File: src/rtl/sdac_pkg.sv
package sdac_pkg;
  // Strobes from the control module to the datapath, one system cycle wide
  typedef struct packed {
    logic shiftEn;  // synchronised rising sclk while selected
    logic outEn;    // synchronised falling sclk while selected
    logic latch;    // synchronised rising chip select
  } strobeT;
endpackage

File: src/rtl/sdac_sync.sv
module sdac_sync #(
  parameter int          W       = 1,
  parameter int          STAGES  = 2,
  parameter logic [W-1:0] RST_VAL = '0
) (
  input  logic         clk,
  input  logic         rstN,
  input  logic [W-1:0] d,
  output logic [W-1:0] q
);
  logic [STAGES-1:0][W-1:0] stg;

  always_ff @(posedge clk or negedge rstN) begin
    if (!rstN) begin
      for (int i = 0; i < STAGES; i++) stg[i] <= RST_VAL;
    end else begin
      stg[0] <= d;
      for (int i = 1; i < STAGES; i++) stg[i] <= stg[i-1];
    end
  end

  assign q = stg[STAGES-1];
endmodule

File: src/rtl/sdac_ctrl.sv
module sdac_ctrl
  import sdac_pkg::*;
#(
  parameter int SYNC_STAGES = 2
) (
  input  logic   clk,
  input  logic   rstN,
  input  logic   csN,
  input  logic   sclk,
  input  logic   sdi,
  output strobeT strb,
  output logic   csS,
  output logic   sdiS
);
  logic [2:0] synced;
  logic       sclkS;
  logic       csPrev;
  logic       sclkPrev;

  // Deselected, clock low, data low at reset
  sdac_sync #(.W(3), .STAGES(SYNC_STAGES), .RST_VAL(3'b100)) sync_i (
    .clk (clk),
    .rstN(rstN),
    .d   ({csN, sclk, sdi}),
    .q   (synced)
  );

  assign csS   = synced[2];
  assign sclkS = synced[1];
  assign sdiS  = synced[0];

  always_ff @(posedge clk or negedge rstN) begin
    if (!rstN) begin
      csPrev   <= 1'b1;
      sclkPrev <= 1'b0;
    end else begin
      csPrev   <= csS;
      sclkPrev <= sclkS;
    end
  end

  always_comb begin
    strb.shiftEn = sclkS & ~sclkPrev & ~csS;
    strb.outEn   = ~sclkS & sclkPrev & ~csS;
    strb.latch   = csS & ~csPrev;
  end
endmodule

File: src/rtl/sdac_dp.sv
module sdac_dp
  import sdac_pkg::*;
#(
  parameter int FRAME_W = 16,
  parameter int CODE_W  = 10,
  parameter int SUB_W   = 2
) (
  input  logic               clk,
  input  logic               rstN,
  input  strobeT             strb,
  input  logic               sdiS,
  output logic [FRAME_W-1:0] shiftReg,
  output logic [CODE_W-1:0]  dacCode,
  output logic               updValid,
  output logic               sdo
);
  localparam int CODE_LSB = SUB_W;
  localparam int CODE_MSB = SUB_W + CODE_W - 1;

  always_ff @(posedge clk or negedge rstN) begin
    if (!rstN) begin
      shiftReg <= '0;
      dacCode  <= '0;
      updValid <= 1'b0;
      sdo      <= 1'b0;
    end else begin
      updValid <= strb.latch;
      if (strb.shiftEn) shiftReg <= {shiftReg[FRAME_W-2:0], sdiS};
      if (strb.outEn)   sdo      <= shiftReg[FRAME_W-1];
      if (strb.latch)   dacCode  <= shiftReg[CODE_MSB:CODE_LSB];
    end
  end
endmodule

File: src/rtl/sdac_input_reg.sv
module sdac_input_reg
  import sdac_pkg::*;
#(
  parameter int FILL_W      = 4,
  parameter int CODE_W      = 10,
  parameter int SUB_W       = 2,
  parameter int SYNC_STAGES = 2
) (
  input  logic              clk,
  input  logic              rstN,
  input  logic              csN,
  input  logic              sclk,
  input  logic              sdi,
  output logic              sdo,
  output logic [CODE_W-1:0] dacCode,
  output logic              updValid
);
  localparam int FRAME_W = FILL_W + CODE_W + SUB_W;

  strobeT             strb;
  logic               csS;
  logic               sdiS;
  logic [FRAME_W-1:0] shiftReg;

  sdac_ctrl #(.SYNC_STAGES(SYNC_STAGES)) ctrl_i (
    .clk (clk),
    .rstN(rstN),
    .csN (csN),
    .sclk(sclk),
    .sdi (sdi),
    .strb(strb),
    .csS (csS),
    .sdiS(sdiS)
  );

  sdac_dp #(.FRAME_W(FRAME_W), .CODE_W(CODE_W), .SUB_W(SUB_W)) dp_i (
    .clk     (clk),
    .rstN    (rstN),
    .strb    (strb),
    .sdiS    (sdiS),
    .shiftReg(shiftReg),
    .dacCode (dacCode),
    .updValid(updValid),
    .sdo     (sdo)
  );
endmodule

File: config.mk
export PLATFORM = sky130hd
export DESIGN_NAME = sdac_input_reg
export DESIGN_NICKNAME = d
export VERILOG_FILES = /design/src/rtl/sdac_pkg.sv /design/src/rtl/sdac_sync.sv /design/src/rtl/sdac_ctrl.sv /design/src/rtl/sdac_dp.sv /design/src/rtl/sdac_input_reg.sv
export SDC_FILE = /design/constraint.sdc
export NUM_CORES = 1
export LEC_CHECK = 0
export BUFFER_PORTS_ARGS = -buffer_cell sky130_fd_sc_hd__buf_2
export CAP_MARGIN = 40
export CORE_ASPECT_RATIO = 0.75
export CORE_MARGIN = 3
export CORE_UTILIZATION = 51
export DETAILED_ROUTE_END_ITERATION = 8
export PLACE_DENSITY = 0.79
export SYNTH_ARGS = -nofsm -noshare
export SYNTH_HDL_FRONTEND = slang
export SYNTH_SLANG_ARGS = --single-unit
File: constraint.sdc
create_clock -name clk -period 1.7 [get_ports clk]
set_input_delay 0.17 -clock clk [delete_from_list [all_inputs] [get_ports clk]]
set_output_delay 0.17 -clock clk [all_outputs]
set_load 0.05 [all_outputs]
==> results of run 1 <==
==> flip-flops by register name, summed over array words and instances (netlist names) <==
name / flops
dp_i.sdo: 1
dp_i.shiftReg: 16
dp_i.dacCode: 10
ctrl_i.csPrev: 1
ctrl_i.sclkPrev: 1
ctrl_i.sync_i.stg: 3
ctrl_i.sync_i.q: 3
dp_i.updValid: 1
==> stage by stage <==
| step | setup WS [ns] | hold WS [ns] | util, % |
|---|---|---|---|
| 3_3_place_gp | 0.264 | 0.275 | 63.5 |
| 4_1_cts | 0.223 | 0.365 | 68.1 |
| 2_1_floorplan | 0.350 | -0.126 | - |
| 6_report | 0.237 | 0.362 | 68.1 |
| 3_5_place_dp | 0.231 | 0.276 | 63.5 |
| 5_1_grt | 0.173 | 0.378 | 68.1 |
==> worst max path at each step <==
stage	start	to	slack, ns	depth (start not counted)
after detailed placement	ctrl_i.csPrev	dp_i.dacCode[2]	0.23	2
final	ctrl_i.csPrev	dp_i.dacCode[9]	0.24	2
after floorplan	ctrl_i.sclkPrev	dp_i.shiftReg[10]	0.35	3
after global placement	ctrl_i.csPrev	dp_i.dacCode[9]	0.26	2
after CTS	ctrl_i.csPrev	dp_i.dacCode[4]	0.22	2
after global routing	ctrl_i.sclkPrev	dp_i.shiftReg[10]	0.17	3
==> cell usage after synthesis <==
cell type | instances | share of area, %
nor3b_4 | 1 | 1.5
dfrtp_1 | 33 | 65
buf_6 | 1 | 0.89
dfstp_2 | 3 | 6.3
buf_2 | 1 | 0.40
nand2b_1 | 1 | 0.50
mux2_2 | 27 | 24
nor3b_1 | 1 | 0.60
inv_1 | 1 | 0.30
==> cells by family after synthesis <==
| family | synth area share [%] |
|---|---|
| flops | 71.7 |
| mux | 24.1 |
| simple gates | 2.58 |
| buf+inv | 1.59 |
==> area by class of cell <==
cell class                      instances  area (sq um)
Tap cell                               32          40.0
Clock buffer                            8          58.8
Fill cell                             166           693
Multi-Input combinational cell         30           337
Timing Repair Buffer                   22           135
Inverter                                1          3.75
Sequential cell                        36           905
==> worst reg2reg max path, delay by kind of cell, from the launching register on <==
kind	cells	cell delay, ns
flip-flops	1	0.52
AND/OR/NAND/NOR	1	0.44
multiplexers	1	0.40
==> metal layers <==
metal | routed length (um) | share of wire [%] | track usage, % | vias up
li1 | - | - | - | 296
met4 | 24 | 1.3 | 8.60 | 0
met5 | 0 | 0 | 0 | -
met1 | 820 | 44 | 16.3 | 315
met3 | 109 | 5.9 | 5.53 | 4
met2 | 899 | 49 | 23.2 | 18
==> timing repair <==
action,4_1_cts,5_1_grt
hold buffers,4,0
endpoints found under the hold margin,36,0
setup endpoints to repair,0,0
gates resized for setup,0,0
==> power by group through the flow <==
stage	clock, W	combinational, W	sequential, W
2_1_floorplan	0	0.000169	0.00140
3_3_place_gp	0	0.000553	0.00114
3_5_place_dp	0	0.000566	0.00116
4_1_cts	0.000471	0.000575	0.00114
5_1_grt	0.000517	0.000598	0.00117
6_report	0.000453	0.000566	0.00114
==> summary.md, run 1 <==
| Metric | Value |
|---|---|
| Most frequent cells in the layout | 33 x dfrtp_1, 27 x mux2_2, 16 x buf_2, 5 x clkbuf_4, 4 x dlygate4sd3_1 |
| Sequential-to-total area share from yosys stat | about 72% |
| Clock Power Share | between 20% and 30% |
| Largest net degree at the start of global routing | 37 |
| Req. time, crit path | between 1.5 and 2 ns |
| Syn nets | between 70 and 80 |
| Grt ovf | 0 |
| CTS tree | built |
| Fin area | ~0.0015 sq mm |
| DRT iter0 DRCs | 16 |
| Worst-margin pin slew | ~0.74 ns |
| Worst flop-to-flop path endpoint | dp_i.dacCode[9] |
| First-pass GRT wire length | around 3.3 mm |
| Critical path class | reg2reg |
| CTS clk-pin slew, worst paths | around 0.090 ns |
| Synth Cell Area | ~0.0013 sq mm |
| Placed cell areas | about 0.0014 sq mm |
| Core area | roughly 0.0022 sq mm |
| Crit-path leading delay family | flip-flops |
| Die height | 49.1 um |
| Post-CTS Setup Bufs | 0 |
| Starting density of the core | roughly 58% |
| Worst path cell trace | nand2b_1 > mux2_2 |
| Finished Layout Cells | 129 |
| Crit share post-route | a little under nine tenths |
| Sequential group share of total power | between 50% and 60% |
| Final Max Slew Viols | 0 |
| Max VDD drop | ~0.00081 V |
| CTS buffer count | 5 |
| Highest clock rate | around 680 MHz |
| PortBufs | 16 |
| DR vias | around 630 |
| Antenna violations before repair | 0 |
| H-Tree Depth | 2 |
| Drt first pass iters | 4 |
| Max_slew headroom | between 50% and 60% |
| Post-DRT Antenna Nets | 0 |
| Clock skew | around 0.0095 ns |
| Cell Count Post-Placement | ~120 |
| Final hold violations | 0 |
| Clock latency on the worst-skew pair | around 0.33 ns |
| Critical path's slowest cell | dfstp_2 |
| Max Cap Violations | 0 |
| Core Rows | 14 |
| Final WL | roughly 1.9 mm |
| Period minus WS final | roughly 1.5 ns |
| Final Setup Violations | 0 |
| Antenna cells | 0 |
| CP Launch Type | flop |
| Net Switching | around 0.00073 W |
| Sw frac | about a third |
| Avg WL per Cell | around 14 um |
| Arr. time, crit path | around 1.7 ns |
| R2R Path Start | ctrl_i.csPrev |
| Final setup TNS | 0 ns |
| Horiz. Die Dim | approximately 63 um |
| Flop-to-flop setup slack | between 0.2 and 0.25 ns |
| Num ports | 17 |
| Hold Path Class | reg2reg |
| Root Driver | clkbuf_4 |
| Outcome | finished, final reports clean |
| Synth-to-layout area growth | 17.3% |
| CTS Sinks | 36 |
| CTS Buffer Depth | 2 |
| Total die area | 0.00311 sq mm |
| CP endpoint kind | flop |
| Comb power frac | 26.2% |
| Detailed Place HPWL | 1.27 mm |
| Vias in the first global route | approximately 720 |
| Crit path largest cell delay | 0.52 ns |
| Final GP Congestion | slightly below 0.7 |
| Worst hold stages | 0 |
| Syn avg cell area | around 18 sq um |
| Number of synthesized register bits | 36 |
| Layout cells sized above 1 | 56.7% |
| Internal | between 0.001 and 0.0015 W |
| Cells after Synth | slightly below 70 |
| Most common cell after layout, fill and taps aside | dfrtp_1 |
| Worst-path fanout max | 11 |
| All-Layer GR Usage | between 10% and 20% |
| Hold EP | ctrl_i.sync_i.q[2] |
| P_leak | 0.747 nW |
| Power Total | 0.00216 W |
| Post-layout nets | 101 |
| # DRC | 0 |
| Worst reg2reg path depth | 2 |
| Yosys synthesis warning count | 0 |
| Buf/Inv on CP | 0 |
| Hold path startpoint | ctrl_i.sync_i.stg[2] |
| RSZ-0062 raised after global routing | false |
| PwrDens | roughly 1500 mW/mm^2 |
| Distinct cells, synth | 9 |
| DR vias/cell | ~5 |
Note: power is estimated with default switching activity, not from simulation.
==> run 2: changes to the inputs <==
--- a/config.mk
+++ b/config.mk
@@ -9,9 +9,9 @@
 export CAP_MARGIN = 40
 export CORE_ASPECT_RATIO = 0.75
 export CORE_MARGIN = 3
-export CORE_UTILIZATION = 51
+export CORE_UTILIZATION = 40
 export DETAILED_ROUTE_END_ITERATION = 8
-export PLACE_DENSITY = 0.79
+export PLACE_DENSITY = 0.66
 export SYNTH_ARGS = -nofsm -noshare
 export SYNTH_HDL_FRONTEND = slang
 export SYNTH_SLANG_ARGS = --single-unit
==> run 2 against run 1 <==
  * Critical path depth rose by 1
  * Clock power rose by 40%
  * Combinational power barely moved
  * Via count rose by 0.63%
  * Largest power group unchanged
==> summary.md, run 2 (same netlist as run 1, synthesis figures left out) <==
| Metric | Value |
|---|---|
| Max_slew headroom | 48.7% (-2.1 points) |
| Final setup TNS | 0 ns (unchanged) |
| CTS clk-pin slew, worst paths | 0.06 ns (-0.03 ns) |
| Root Driver | clkbuf_8 |
| H-Tree Depth | 2 (unchanged) |
| Arr. time, crit path | 1.47 ns (-0.21 ns) |
| Top Registers | dp_i.shiftReg: 16 flops, dp_i.dacCode: 10 flops |
| Core Rows | 16 (+2) |
| Hold Path Class | reg2reg |
| Critical Path End | dp_i.shiftReg[12] |
| Avg WL per Cell | 13.6 um (-5.3%) |
| Power Total | 0.00233 W (+7.9%) |
| Worst-path fanout max | 10 (-1) |
| Clock latency on the worst-skew pair | 0.28 ns (-0.05 ns) |
| Synth-to-layout area growth | 21.2% |
| Core area | 0.00280 sq mm (+29%) |
| Critical path's slowest cell | dfrtp_1 |
| CTS Sinks | 36 (unchanged) |
| Final hold violations | 0 (unchanged) |
| Antenna cells | 0 (unchanged) |
| Antenna violations before repair | 0 (unchanged) |
| Area taken by multi-input logic gates | 337 sq um (unchanged) |
| Clock skew | 0.00704 ns (-0.00248 ns) |
| Final Max Slew Viols | 0 (unchanged) |
| Most frequent cells in the layout | 33 x dfrtp_1, 27 x mux2_2, 16 x buf_2, 7 x clkbuf_8, 4 x dlygate4sd3_1 |
| Highest clock rate | 766 MHz (+12%) |
| Total die area | 0.00387 sq mm (+24%) |
| Vias in the first global route | 661 (-8.6%) |
| Fillers | 236 (+42%) |
| Layout cells sized above 1 | 58.8% (+2.1 points) |
| Max VDD drop | 0.000649 V (-20%) |
| Largest net degree at the start of global routing | 37 (unchanged) |
| Top reg by flops | dp_i.shiftReg |
| Crit path largest cell delay | 0.41 ns (-0.11 ns) |
| Starting density of the core | 45.0% (-13 points) |
| Worst path cell trace | nor3b_4 > buf_4 > mux2_2 |
| First-pass GRT wire length | 3.18 mm (-3.4%) |
| P_leak | 0.769 nW (+3.0%) |
| DR vias/cell | 4.79 (-2.4%) |
| CP Launch Type | flop |
| Horiz. Die Dim | 70.8 um (+12%) |
| Num ports | 17 (unchanged) |
| Max Cap Violations | 0 (unchanged) |
| Critical Path Source | ctrl_i.sclkPrev |
| Final WL | 1.81 mm (-2.3%) |
| Outcome | finished, final reports clean |
| CTS Buffer Depth | 2 (unchanged) |
| Detailed Place HPWL | 1.17 mm (-8.3%) |
| Worst-margin pin slew | 0.769 ns (+0.0310 ns) |
| CTS tree | built |
| RSZ-0062 raised after global routing | false |
| R2R Path Start | ctrl_i.sclkPrev |
| PwrDens | 1530 mW/mm^2 (+4.4%) |
| Drt first pass iters | 3 (-1) |
| Most common cell after layout, fill and taps aside | dfrtp_1 |
| CP endpoint kind | flop |
| All-Layer GR Usage | 11.7% (-2.7 points) |
| Final GP Congestion | 0.638 (-6.3%) |
| Req. time, crit path | 1.86 ns (-0.06 ns) |
| Die height | 54.6 um (+11%) |
| Critical path class | reg2reg |
| DR vias | 637 (+0.63%) |
| Max FFs per register | 16 (unchanged) |
| Sequential Area | 905 sq um (unchanged) |
| # DRC | 0 (unchanged) |
| Final Setup Violations | 0 (unchanged) |
| PortBufs | 16 (unchanged) |
| Flop-to-flop setup slack | 0.39 ns (+0.16 ns) |
| Post-CTS Setup Bufs | 0 (unchanged) |
| CTS buffer count | 5 (unchanged) |
| Worst reg2reg path depth | 3 (+1) |
| DRT iter0 DRCs | 48 (+32) |
| Period minus WS final | 1.31 ns (-0.157 ns) |
| Post-DRT Antenna Nets | 0 (unchanged) |
| Crit share post-route | 76.8% (-9.3 points) |
| Post-layout nets | 102 (+0.99%) |
| Worst flop-to-flop path endpoint | dp_i.shiftReg[12] |
| Grt ovf | 0 (unchanged) |
run 2: cell types whose count changed in the layout (fill, tap and decap cells not counted):
| cell | delta |
|---|---|
| clkbuf_4 | -5 |
| buf_4 | +1 |
| clkbuf_1 | -2 |
| clkbuf_8 | +6 |
run 2: stage by stage:
| step | hold slack [ns] | cells | instance area, sq um | setup slack, ns | utilization (%) |
|---|---|---|---|---|---|
| after detailed placement | 0.279 | 122 | 1390 | 0.420 | 49.7 |
| after global routing | 0.364 | 133 | 1530 | 0.330 | 54.6 |
| after CTS | 0.349 | 133 | 1530 | 0.386 | 54.6 |
| after global placement | 0.274 | 122 | 1390 | 0.445 | 49.7 |
| after floorplan | -0.126 | 69 | 1260 | 0.350 | - |
| final | 0.347 | 133 | 1530 | 0.395 | 54.6 |
run 2: area by class of cell:
cell class | count | share of cell area [%]
Clock buffer | 7 | 6.30
Inverter | 1 | 0.245
Multi-Input combinational cell | 30 | 22.0
Sequential cell | 36 | 59.2
Tap cell | 36 | 2.95
Timing Repair Buffer | 23 | 9.33
run 2: worst max-delay path, delay by kind of cell (launching register included):
family | cells | cell delay [ns]
and+or+nand+nor | 1 | 0.21
muxes | 1 | 0.35
buffers and inverters | 1 | 0.22
DFF | 1 | 0.41
run 2: what timing repair did:
| item | in CTS | in global routing |
|---|---|---|
| resized for setup | 0 | 0 |
| hold buffers | 4 | 0 |
| endpoints found under the hold margin | 36 | 0 |
run 2: metal layers:
| layer | vias up | share of wire (%) | track usage [%] |
|---|---|---|---|
| li1 | 294 | - | - |
| met1 | 321 | 47 | 13.9 |
| met2 | 17 | 44 | 16.8 |
| met3 | 5 | 6.5 | 5.50 |
| met4 | 0 | 2.5 | 8.44 |
| met5 | - | 0 | 0 |
run 2: worst min-delay path by stage:
stage | from | to | slack, ns | cells past startpoint
3_5_place_dp | sdi | ctrl_i.sync_i.stg[0] | 0.28 | 1
4_1_cts | ctrl_i.sync_i.stg[0] | ctrl_i.sync_i.q[0] | 0.35 | 0
3_3_place_gp | rstN | dp_i.updValid | 0.27 | 1
2_1_floorplan | rstN | ctrl_i.sclkPrev | -0.13 | 0
5_1_grt | ctrl_i.sync_i.stg[0] | ctrl_i.sync_i.q[0] | 0.36 | 0
6_report | ctrl_i.sync_i.stg[0] | ctrl_i.sync_i.q[0] | 0.35 | 0
run 2: where the power goes:
part / total, W / leakage, nW / internal [W] / switching, W
Sequential: 0.00114 / 0.460 / 0.00104 / 0.000101
Clock: 0.000632 / 0.0503 / 0.000360 / 0.000272
Combinational: 0.000563 / 0.259 / 0.000196 / 0.000367
==> run 3: changes to the inputs <==
--- a/config.mk
+++ b/config.mk
@@ -11,7 +11,7 @@
 export CORE_MARGIN = 3
 export CORE_UTILIZATION = 40
 export DETAILED_ROUTE_END_ITERATION = 8
-export PLACE_DENSITY = 0.66
+export PLACE_DENSITY = 0.68
 export SYNTH_ARGS = -nofsm -noshare
 export SYNTH_HDL_FRONTEND = slang
 export SYNTH_SLANG_ARGS = --single-unit
==> constraint.sdc (replaced) <==
create_clock -name clk -period 1.13 [get_ports clk]
set_input_delay 0.113 -clock clk [delete_from_list [all_inputs] [get_ports clk]]
set_output_delay 0.113 -clock clk [all_outputs]
set_load 0.05 [all_outputs]
==> run 3 against run 2 <==
  * Critical endpoint is now dp_i.shiftReg[15]
  * Setup slack got worse by 0.53 ns
  * The flow now finishes with violations (setup timing)
  * Sequential share of layout area fell by 1.9 points
  * Register-to-register slack lost 0.53 ns
  * Clock power grew 39%
  * Largest power group unchanged
  * Design area grew 3.3%
==> summary.md, run 3 (same netlist as run 1, synthesis figures left out) <==
| Metric | Value |
|---|---|
| Outcome | finished, violations left |
| Failing checks | setup timing |
| Sequential group share of total power | 49.2% (+0.5 points) |
| DR vias | 650 (+2.0%) |
| Period minus WS final | 1.27 ns (-0.0379 ns) |
| Final GP Congestion | 0.655 (+2.6%) |
| Drt first pass iters | 2 (-1) |
| Core area | 0.00280 sq mm (unchanged) |
| Vias in the first global route | 672 (+1.7%) |
| Num ports | 17 (unchanged) |
| Max_slew headroom | 74.0% (+25 points) |
| Critical path class | reg2reg |
| Detailed Place HPWL | 1.25 mm (+7.2%) |
| Root Driver | clkbuf_8 |
| Final hold violations | 0 (unchanged) |
| Worst setup margin | -0.137 ns (-0.532 ns) |
| Clock Power Share | 25.3% (-1.8 points) |
| Largest net degree at the start of global routing | 21 (-43%) |
| Net Switching | 0.00110 W (+48%) |
| CTS tree | built |
| PwrDens | 2200 mW/mm^2 (+44%) |
| P_leak | 0.788 nW (+2.5%) |
| PortBufs | 16 (unchanged) |
| Starting density of the core | 45.0% (unchanged) |
| Post-CTS Setup Bufs | 0 (unchanged) |
| Horiz. Die Dim | 70.8 um (unchanged) |
| CTS clk-pin slew, worst paths | 0.06 ns (about the same) |
| Final Max Slew Viols | 0 (unchanged) |
| Worst-path fanout max | 10 (unchanged) |
| Top reg by flops | dp_i.shiftReg |
| CTS buffer count | 5 (unchanged) |
| DRT iter0 DRCs | 18 (-63%) |
| All-Layer GR Usage | 11.1% (-0.60 points) |
| Final WL | 1.79 mm (-1.3%) |
| Arr. time, crit path | 1.43 ns (-0.04 ns) |
| H-Tree Depth | 2 (unchanged) |
| Fillers | 237 (+0.42%) |
| Area taken by multi-input logic gates | 357 sq um (+5.9%) |
| Top Registers | dp_i.shiftReg: 16 flops, dp_i.dacCode: 10 flops |
| Grt ovf | 0 (unchanged) |
| Clock skew | 0.00626 ns (-0.000777 ns) |
| RSZ-0062 raised after global routing | true |
| DR vias/cell | 4.81 (+0.53%) |
| Antenna cells | 0 (unchanged) |
| Antenna violations before repair | 0 (unchanged) |
| CTS Sinks | 36 (unchanged) |
| Max VDD drop | 0.000986 V (+52%) |
| Internal | 0.00238 W (+50%) |
| First-pass GRT wire length | 3.11 mm (-2.2%) |
| # DRC | 0 (unchanged) |
| Crit share post-route | 112% (+35 points) |
| Sw frac | 31.6% (-0.18 points) |
| CTS Buffer Depth | 2 (unchanged) |
| Worst-margin pin slew | 0.390 ns (-0.380 ns) |
| Core Rows | 16 (unchanged) |
| Hold Path Class | in2async |
| CP endpoint kind | flop |
| Req. time, crit path | 1.29 ns (-0.57 ns) |
| Comb power frac | 25.5% (+1.3 points) |
| Highest clock rate | 789 MHz (+3.0%) |
| Die height | 54.6 um (unchanged) |
| Sequential Area | 905 sq um (unchanged) |
| Most common cell after layout, fill and taps aside | dfrtp_1 |
| Final Setup Violations | 26 (+26) |
| Max Cap Violations | 0 (unchanged) |
| Post-DRT Antenna Nets | 0 (unchanged) |
| Total die area | 0.00387 sq mm (unchanged) |
| Clock latency on the worst-skew pair | 0.27 ns (about the same) |
| Final setup TNS | -2.82 ns (-2.82 ns) |
| Worst Hold Margin | 0.295 ns (-0.0521 ns) |
| Max FFs per register | 16 (unchanged) |
| Post-layout nets | 103 (+0.98%) |
| Synth-to-layout area growth | 25.2% |
| Avg WL per Cell | 13.2 um (-2.7%) |
| Layout cells sized above 1 | 58.6% (-0.18 points) |
| Power Total | 0.00348 W (+49%) |
| CP Launch Type | flop |
| Most frequent cells in the layout | 33 x dfrtp_1, 23 x mux2_2, 16 x buf_2, 6 x clkbuf_8 |
==> run 3: cell count changes in the layout (fill, tap and decap cells not counted), sizes merged <==
| cell | delta |
|---|---|
| clkbuf | +1 |
| buf | +1 |
==> run 3: cell type report <==
cell class	count	share of cell area, %
Clock buffer	8	5.71
Inverter	1	0.238
Tap cell	36	2.85
Sequential cell	36	57.3
Multi-Input combinational cell	30	22.6
Timing Repair Buffer	24	11.3
==> run 3: worst max-delay path, stage by stage (launching register included) <==
cell and delay [ns]:
dfstp_2 0.40, nor3b_4 0.22, buf_6 0.19, mux2_2 0.35
==> run 3: routing by layer <==
layer / vias to the layer above / global-route usage, % / share of wire, %
li1: 306 / - / -
met1: 328 / 13.8 / 49
met2: 14 / 16.3 / 45
met3: 2 / 4.59 / 5.7
met4: 0 / 6.56 / 0.39
met5: - / 0 / 0
==> run 3: per-stage QoR <==
stage | area [sq um] | utilization, % | cells | setup WS, ns
after floorplan | 1270 | - | 69 | -0.203
after global placement | 1430 | 50.8 | 123 | -0.108
after detailed placement | 1430 | 50.8 | 123 | -0.143
after CTS | 1570 | 56.0 | 135 | -0.133
after global routing | 1580 | 56.3 | 135 | -0.187
final | 1580 | 56.3 | 135 | -0.137
==> run 3: power groups by stage <==
stage	Clock, W	Combinational [W]	Sequential (W)
detailed placement	0	0.000869	0.00173
global route	0.000986	0.000932	0.00175
finish	0.000879	0.000889	0.00171
CTS	0.000926	0.000898	0.00171
floorplan	0	0.000257	0.00210
global placement	0	0.000847	0.00172
==> run 3: timing repair <==
| action | CTS | global route |
|---|---|---|
| setup endpoints to repair | 26 | 27 |
| hold buffers | 4 | 0 |
| endpoints found under the hold margin | 16 | 0 |
| gates resized for setup | 4 | 2 |
==> run 3: worst paths after layout <==
check	from	to	slack, ns	depth (start not counted)
min reg2reg	ctrl_i.sync_i.stg[0]	ctrl_i.sync_i.q[0]	0.35	0
max	ctrl_i.sync_i.q[2]	dp_i.shiftReg[15]	-0.14	3
max reg2reg	ctrl_i.sync_i.q[2]	dp_i.shiftReg[15]	-0.14	3
max in group asynchronous	rstN	dp_i.shiftReg[4]	0.41	3
min in group clk	ctrl_i.sync_i.stg[0]	ctrl_i.sync_i.q[0]	0.35	0
min	rstN	dp_i.dacCode[1]	0.30	2
